## config.mk

```make
export PLATFORM = sky130hd
export DESIGN_NAME = thread_dispatch_seq
export DESIGN_NICKNAME = d
export VERILOG_FILES = /design/src/rtl/tds_pkg.sv /design/src/rtl/tds_arbiter.sv /design/src/rtl/tds_ctx_stack.sv /design/src/rtl/thread_dispatch_seq.sv
export SDC_FILE = /design/constraint.sdc
export NUM_CORES = 1
export LEC_CHECK = 0
export BUFFER_PORTS_ARGS = -buffer_cell sky130_fd_sc_hd__buf_4
export CORE_MARGIN = 2
export CORE_UTILIZATION = 45
export DETAILED_ROUTE_END_ITERATION = 12
export SYNTH_ARGS = -nofsm -noshare
export SYNTH_HDL_FRONTEND = slang
export SYNTH_HIERARCHICAL = 1
export SYNTH_SLANG_ARGS = --single-unit
```

## constraint.sdc

```tcl
create_clock -name clk -period 14.7 [get_ports clk]
set_input_delay 1.47 -clock clk [delete_from_list [all_inputs] [get_ports clk]]
set_output_delay 1.47 -clock clk [all_outputs]
set_load 0.02 [all_outputs]
```

## src/rtl/tds_pkg.sv

```systemverilog
package tds_pkg;
  typedef enum logic [2:0] {
    ST_IDLE   = 3'd0,
    ST_VEC_PC = 3'd1,
    ST_VEC_R1 = 3'd2,
    ST_OPC    = 3'd3,
    ST_RUN    = 3'd4
  } tds_state_e;

  function automatic logic [15:0] align_word(input logic [15:0] a);
    return {a[15:1], 1'b0};
  endfunction
endpackage

```

## src/rtl/tds_arbiter.sv

```systemverilog
module tds_arbiter #(
  parameter int N_CH   = 8,
  parameter int PRIO_W = 3,
  parameter int CH_W   = (N_CH > 1) ? $clog2(N_CH) : 1
) (
  input  logic [N_CH-1:0]        pend,
  input  logic [N_CH*PRIO_W-1:0] prio_flat,
  output logic                   any,
  output logic [CH_W-1:0]        best_ch,
  output logic [PRIO_W-1:0]      best_prio
);
  // Scan upward; a strictly greater priority replaces the holder,
  // so the lowest index keeps a tie.
  always_comb begin
    any       = 1'b0;
    best_ch   = '0;
    best_prio = '0;
    for (int i = 0; i < N_CH; i++) begin
      if (pend[i] && (!any || prio_flat[i*PRIO_W +: PRIO_W] > best_prio)) begin
        any       = 1'b1;
        best_ch   = CH_W'(i);
        best_prio = prio_flat[i*PRIO_W +: PRIO_W];
      end
    end
  end
endmodule

```

## src/rtl/tds_ctx_stack.sv

```systemverilog
module tds_ctx_stack #(
  parameter int W     = 35,
  parameter int DEPTH = 8
) (
  input  logic         clk,
  input  logic         rst_n,
  input  logic         push,
  input  logic         pop,
  input  logic [W-1:0] din,
  output logic [W-1:0] top,
  output logic         empty,
  output logic         full
);
  localparam int IDX_W = (DEPTH > 1) ? $clog2(DEPTH) : 1;
  localparam int CNT_W = IDX_W + 1;

  logic [W-1:0]     mem [DEPTH];
  logic [CNT_W-1:0] cnt_q;

  assign empty = (cnt_q == '0);
  assign full  = (cnt_q == CNT_W'(DEPTH));
  assign top   = empty ? '0 : mem[IDX_W'(cnt_q - 1'b1)];

  always_ff @(posedge clk or negedge rst_n) begin
    if (!rst_n) begin
      cnt_q <= '0;
    end else if (push && !full) begin
      cnt_q <= cnt_q + 1'b1;
    end else if (pop && !empty) begin
      cnt_q <= cnt_q - 1'b1;
    end
  end

  generate
    for (genvar g = 0; g < DEPTH; g++) begin : g_slot
      always_ff @(posedge clk or negedge rst_n) begin
        if (!rst_n) begin
          mem[g] <= '0;
        end else if (push && !full && IDX_W'(cnt_q) == IDX_W'(g)) begin
          mem[g] <= din;
        end
      end
    end
  endgenerate
endmodule

```

## src/rtl/thread_dispatch_seq.sv

```systemverilog
module thread_dispatch_seq #(
  parameter int N_CH   = 8,
  parameter int PRIO_W = 3,
  parameter int WORD_W = 16
) (
  input  logic                   clk,
  input  logic                   rst_n,
  input  logic [N_CH-1:0]        req_pulse,
  input  logic [N_CH*PRIO_W-1:0] req_prio,
  input  logic [WORD_W-1:0]      vec_base,
  output logic                   bus_valid,
  output logic [WORD_W-1:0]      bus_addr,
  input  logic                   bus_ready,
  input  logic [WORD_W-1:0]      bus_rdata,
  output logic                   core_start,
  output logic [WORD_W-1:0]      core_pc,
  output logic [WORD_W-1:0]      core_r1,
  output logic [WORD_W-1:0]      core_opcode,
  output logic                   core_run,
  input  logic                   core_boundary,
  input  logic [WORD_W-1:0]      core_pc_now,
  input  logic [WORD_W-1:0]      core_r1_now,
  input  logic                   core_end,
  output logic [N_CH-1:0]        dispatch_ack,
  output logic                   idle,
  output logic [PRIO_W-1:0]      cur_prio
);
  import tds_pkg::*;

  localparam int CH_W  = (N_CH > 1) ? $clog2(N_CH) : 1;
  localparam int CTX_W = 2 * WORD_W + PRIO_W;
  localparam int DEPTH = 1 << PRIO_W;

  tds_state_e        state_q;
  logic [WORD_W-1:0] addr_q, pc_q, r1_q, op_q;
  logic [PRIO_W-1:0] prio_q;
  logic              start_q;
  logic [N_CH-1:0]   pend_q;

  logic              any_pend;
  logic [CH_W-1:0]   best_ch;
  logic [PRIO_W-1:0] best_prio;
  logic              in_run, take_new, preempt, do_resume;
  logic              stk_push, stk_pop, stk_empty, stk_full;
  logic [CTX_W-1:0]  stk_din, stk_top;
  logic [WORD_W-1:0] top_pc, top_r1;
  logic [PRIO_W-1:0] top_prio;
  logic [WORD_W-1:0] vec_addr;

  tds_arbiter #(.N_CH(N_CH), .PRIO_W(PRIO_W), .CH_W(CH_W)) u_arb (
    .pend      (pend_q),
    .prio_flat (req_prio),
    .any       (any_pend),
    .best_ch   (best_ch),
    .best_prio (best_prio)
  );

  tds_ctx_stack #(.W(CTX_W), .DEPTH(DEPTH)) u_stk (
    .clk   (clk),
    .rst_n (rst_n),
    .push  (stk_push),
    .pop   (stk_pop),
    .din   (stk_din),
    .top   (stk_top),
    .empty (stk_empty),
    .full  (stk_full)
  );

  assign {top_pc, top_r1, top_prio} = stk_top;
  assign vec_addr = vec_base + (WORD_W'(best_ch) << 2);

  // Decisions for the current cycle.
  always_comb begin
    in_run    = (state_q == ST_RUN);
    preempt   = in_run && !core_end && core_boundary && any_pend && (best_prio > prio_q);
    take_new  = 1'b0;
    do_resume = 1'b0;
    if (state_q == ST_IDLE) begin
      take_new = any_pend;
    end else if (in_run && core_end) begin
      take_new  = any_pend && (stk_empty || best_prio > top_prio);
      do_resume = !take_new && !stk_empty;
    end else begin
      take_new = preempt;
    end
  end

  assign stk_push = preempt;
  assign stk_pop  = do_resume;
  assign stk_din  = {WORD_W'(align_word(16'(core_pc_now))), core_r1_now, prio_q};

  always_comb begin
    dispatch_ack = '0;
    if (take_new) dispatch_ack[best_ch] = 1'b1;
  end

  always_ff @(posedge clk or negedge rst_n) begin
    if (!rst_n) pend_q <= '0;
    else        pend_q <= (pend_q | req_pulse) & ~dispatch_ack;
  end

  always_ff @(posedge clk or negedge rst_n) begin
    if (!rst_n) begin
      state_q <= ST_IDLE;
      addr_q  <= '0;
      pc_q    <= '0;
      r1_q    <= '0;
      op_q    <= '0;
      prio_q  <= '0;
      start_q <= 1'b0;
    end else begin
      start_q <= 1'b0;
      unique case (state_q)
        ST_IDLE, ST_RUN: begin
          if (take_new) begin
            state_q <= ST_VEC_PC;
            addr_q  <= WORD_W'(align_word(16'(vec_addr)));
            prio_q  <= best_prio;
          end else if (do_resume) begin
            state_q <= ST_OPC;
            pc_q    <= top_pc;
            r1_q    <= top_r1;
            prio_q  <= top_prio;
            addr_q  <= top_pc;
          end else if (in_run && core_end) begin
            state_q <= ST_IDLE;
          end
        end
        ST_VEC_PC: if (bus_ready) begin
          pc_q    <= WORD_W'(align_word(16'(bus_rdata)));
          addr_q  <= addr_q + WORD_W'(2);
          state_q <= ST_VEC_R1;
        end
        ST_VEC_R1: if (bus_ready) begin
          r1_q    <= bus_rdata;
          addr_q  <= pc_q;
          state_q <= ST_OPC;
        end
        ST_OPC: if (bus_ready) begin
          op_q    <= bus_rdata;
          start_q <= 1'b1;
          state_q <= ST_RUN;
        end
        default: state_q <= ST_IDLE;
      endcase
    end
  end

  assign bus_valid   = (state_q == ST_VEC_PC) || (state_q == ST_VEC_R1) || (state_q == ST_OPC);
  assign bus_addr    = addr_q;
  assign core_start  = start_q;
  assign core_pc     = pc_q;
  assign core_r1     = r1_q;
  assign core_opcode = op_q;
  assign core_run    = in_run;
  assign idle        = (state_q == ST_IDLE);
  assign cur_prio    = prio_q;
endmodule

```

==> impl_metrics.py <==
metrics = {
    "outcome": {
        "status": "finished, final reports clean",
    },
    "critical_path": {
        "reg2reg_to": "u_stk/mem[176]",
        "cp_common_cell": "ha_1",
        "worstSetupStartpointType": "primary input",
        "slowest_stage": "o32a_1",
        "cp_max_fo": 14,
        "end_kind": "primary output",
        "ff2ff_path_depth": 51,
        "worstReg2RegStart": "pend_q[0]",
        "criticalPathCategory": "primary input to primary output",
        "arrival_ns": 12.44,
        "rrSetupSlack_ns": 2.19,
        "worstPathRequired_ns": 13.23,
        "slowest_delay_ns": 0.41,
    },
    "timing": {
        "tightest_slew_ns": 1.19,
        "setup_viol_count_final": 0,
        "period_needed_ns": 13.91,
        "hold_violations": 0,
        "max-slew-margin-rel_pct": 20.5,
        "worst_slack_ns": 0.790,
        "drv_slew": 0,
        "clock.fmax_mhz": 71.9,
        "holdWs_ns": 0.477,
        "finClkSkew_ns": 0.0183,
        "final.period_utilization_pct": 94.6,
    },
    "synth": {
        "synth_seq_cells": 363,
        "ys_warn_count": 6,
        "async_reset_ff_share_pct": 100,
        "synth_flop_cell": "dfrtp_1",
        "yosysSeqAreaShare_pct": 48.4,
        "avgSynthCellArea_um2": 11.6,
        "synth_area_um2": 18800,
        "synth.distinct_cells": 83,
        "syn_inst": 1613,
        "synth_edf_count": 0,
    },
    "floorplan": {
        "start_util_pct": 45.8,
        "die_height_um": 208,
        "dieArea_um2": 43400,
        "fp-row-count": 74,
        "io_pins": 180,
        "die_w_um": 208,
        "coreArea_um2": 41000,
    },
    "detailed_routing": {
        "drt_wl_total_mm": 50.1,
        "initialDrtViolationCount": 876,
        "vias": 13300,
        "firstDrtPassIters": 5,
        "antenna_left": 0,
        "wl_per_cell_um": 21.4,
        "drc": 0,
        "via_per_inst": 5.69,
    },
    "global_route": {
        "gr-total-overflow": 0,
        "busiest_layer": "met2",
        "grt_pass1_wl_mm": 78.1,
        "grt_pass1_vias": 13400,
        "grt_max_degree": 182,
        "grt_util_met1_pct": 31.7,
        "grt_use_met3_pct": 5.12,
        "grt_util_met2_pct": 36.4,
        "grt_use_total_pct": 23.0,
        "antenna_found_initial": 0,
    },
    "job": {
        "maxCapViolCount": 0,
    },
    "cts": {
        "cts_tree": "done",
        "numCtsBuffers": 40,
        "ctsHoldBuffers": 0,
        "clk_pin_slew_ns": 0.06,
        "cts_buffer_depth": 3,
        "clockRootBuffer": "clkbuf_16",
        "cts.sink_count": 363,
        "clk_latency_ns": 0.57,
        "htree_levels": 2,
    },
    "worst_hold_path": {
        "hold_path.startpoint": "core_opcode[14]",
        "worstHoldPathCells": 2,
        "hp-class": "flop to flop",
        "holdPathEnd": "core_opcode[14]",
    },
    "final_layout": {
        "nets": 1918,
        "stdcell_area_um2": 22000,
        "drive_gt1_share_pct": 28.9,
        "diodes": 0,
        "fin_util_pct": 53.5,
        "area.growth.synth_to_final_pct": 16.9,
        "n_fill_cell": 3637,
    },
    "placement": {
        "gp_congestion": 0.892,
        "hpwl_mm": 32.6,
        "post-place-ws_ns": 0.325,
        "postPlaceCellArea_um2": 20600,
        "io_buffer_count": 177,
    },
    "power": {
        "leakage_uw": 0.0109,
        "p_per_area_nw_per_um2": 229,
        "vdd_drop_max_mv": 0.160,
    },
}
## flip-flops by register name (all words and copies together) (netlist names), 4 cells and up
register,flops
u_stk/cnt_q,4
core_pc,16
core_opcode,16
u_stk/mem,280
pend_q,8
bus_addr,16
core_r1,16
## kinds of logic (layout without fill, tap and decap cells)
kind of cell	Yosys count	count (layout)	synth area share [%]
other cells	1	8	0.0200
mux	455	455	26.1
fa+ha+maj	39	39	2.64
compound gates	265	265	9.50
buf+inv	126	311	3.36
xor+xnor	23	23	1.07
flops	363	363	48.4
simple gates	341	341	8.92
## cell type report
class	instances	area, um2	share of cell area (%)
Multi-Input combinational cell	1131	9190	41.8
Timing Repair Buffer	209	1590	7.24
Inverter	33	124	0.564
Clock buffer	60	1180	5.36
Tap cell	532	666	3.03
Sequential cell	363	9080	41.4
Clock inverter	9	135	0.615
## layer usage
layer | up-vias | part of all wire [%]
met5 | - | 0
met4 | 0 | 2.5
met3 | 70 | 6.8
met2 | 350 | 45
met1 | 6679 | 45
li1 | 6205 | -
## worst max-delay path, delay by kind of cell
kind	cells	cell delay (ns)
muxes	1	0.38
buffers and inverters	5	0.74
AOI/OAI and AO/OA	24	5.06
and+or+nand+nor	15	2.43
adders and majority gates	8	2.33
## layout by cell type, fill, tap and decap left out, types with 14 or more instances in the layout
master	instances
a21oi_1	59
a22oi_1	46
and3_1	45
buf_4	207
clkbuf_16	41
dfrtp_1	363
ha_1	37
inv_1	30
mux2_1	70
mux2_2	212
mux2i_1	173
nand2_1	150
nand3_1	18
nor2_1	50
o211ai_1	15
o21ai_0	47
xnor2_1	14
## metrics by stage
| stage | total power (uW) | std cells | setup TNS (ns) |
|---|---|---|---|
| after floorplan | 3150 | 1620 | 0 |
| after global placement | 3920 | 2265 | 0 |
| after detailed placement | 3960 | 2265 | 0 |
| after CTS | 5000 | 2334 | 0 |
| after global routing | 5370 | 2337 | -0.00712 |
| final | 5020 | 2337 | 0 |
## what timing repair did
action,in CTS,in global routing
resized for setup,0,6
hold endpoints to repair,0,0
endpoints found under the setup margin,0,8
buffers inserted,0,3
## how the worst max path moves through the flow
stage / start / end / slack [ns] / cells after the start
final: req_prio[2] / dispatch_ack[2] / 0.79 / 53
after global routing: req_prio[1] / dispatch_ack[2] / -0.007 / 53
after CTS: req_prio[1] / dispatch_ack[2] / 0.24 / 51
after detailed placement: req_prio[1] / dispatch_ack[6] / 0.33 / 52
after global placement: req_prio[1] / dispatch_ack[7] / 0.49 / 52
after floorplan: req_prio[1] / dispatch_ack[0] / 2.11 / 52
## synth_stat cells, types with 14 or more instances
| cell | count | area share (%) |
|---|---|---|
| ha_1 | 38 | 2.5 |
| xnor2_1 | 14 | 0.65 |
| mux2i_1 | 173 | 9.2 |
| nand3_1 | 21 | 0.56 |
| nand2_1 | 154 | 3.1 |
| o21ai_0 | 47 | 1.3 |
| nor2_1 | 50 | 1.0 |
| dfrtp_1 | 363 | 48 |
| inv_1 | 30 | 0.60 |
| mux2_1 | 70 | 4.2 |
| a21oi_1 | 60 | 1.6 |
| o211ai_1 | 15 | 0.60 |
| buf_2 | 49 | 1.3 |
| mux2_2 | 212 | 13 |
| a22oi_1 | 46 | 1.8 |
| and3_1 | 47 | 1.6 |
| clkbuf_1 | 29 | 0.58 |
## power by group
part | switching [uW] | internal, uW
Combinational | 1610 | 1100
Clock | 409 | 606
Sequential | 137 | 1160
Total | 2160 | 2860
Note: power is estimated with default switching activity, not from simulation.
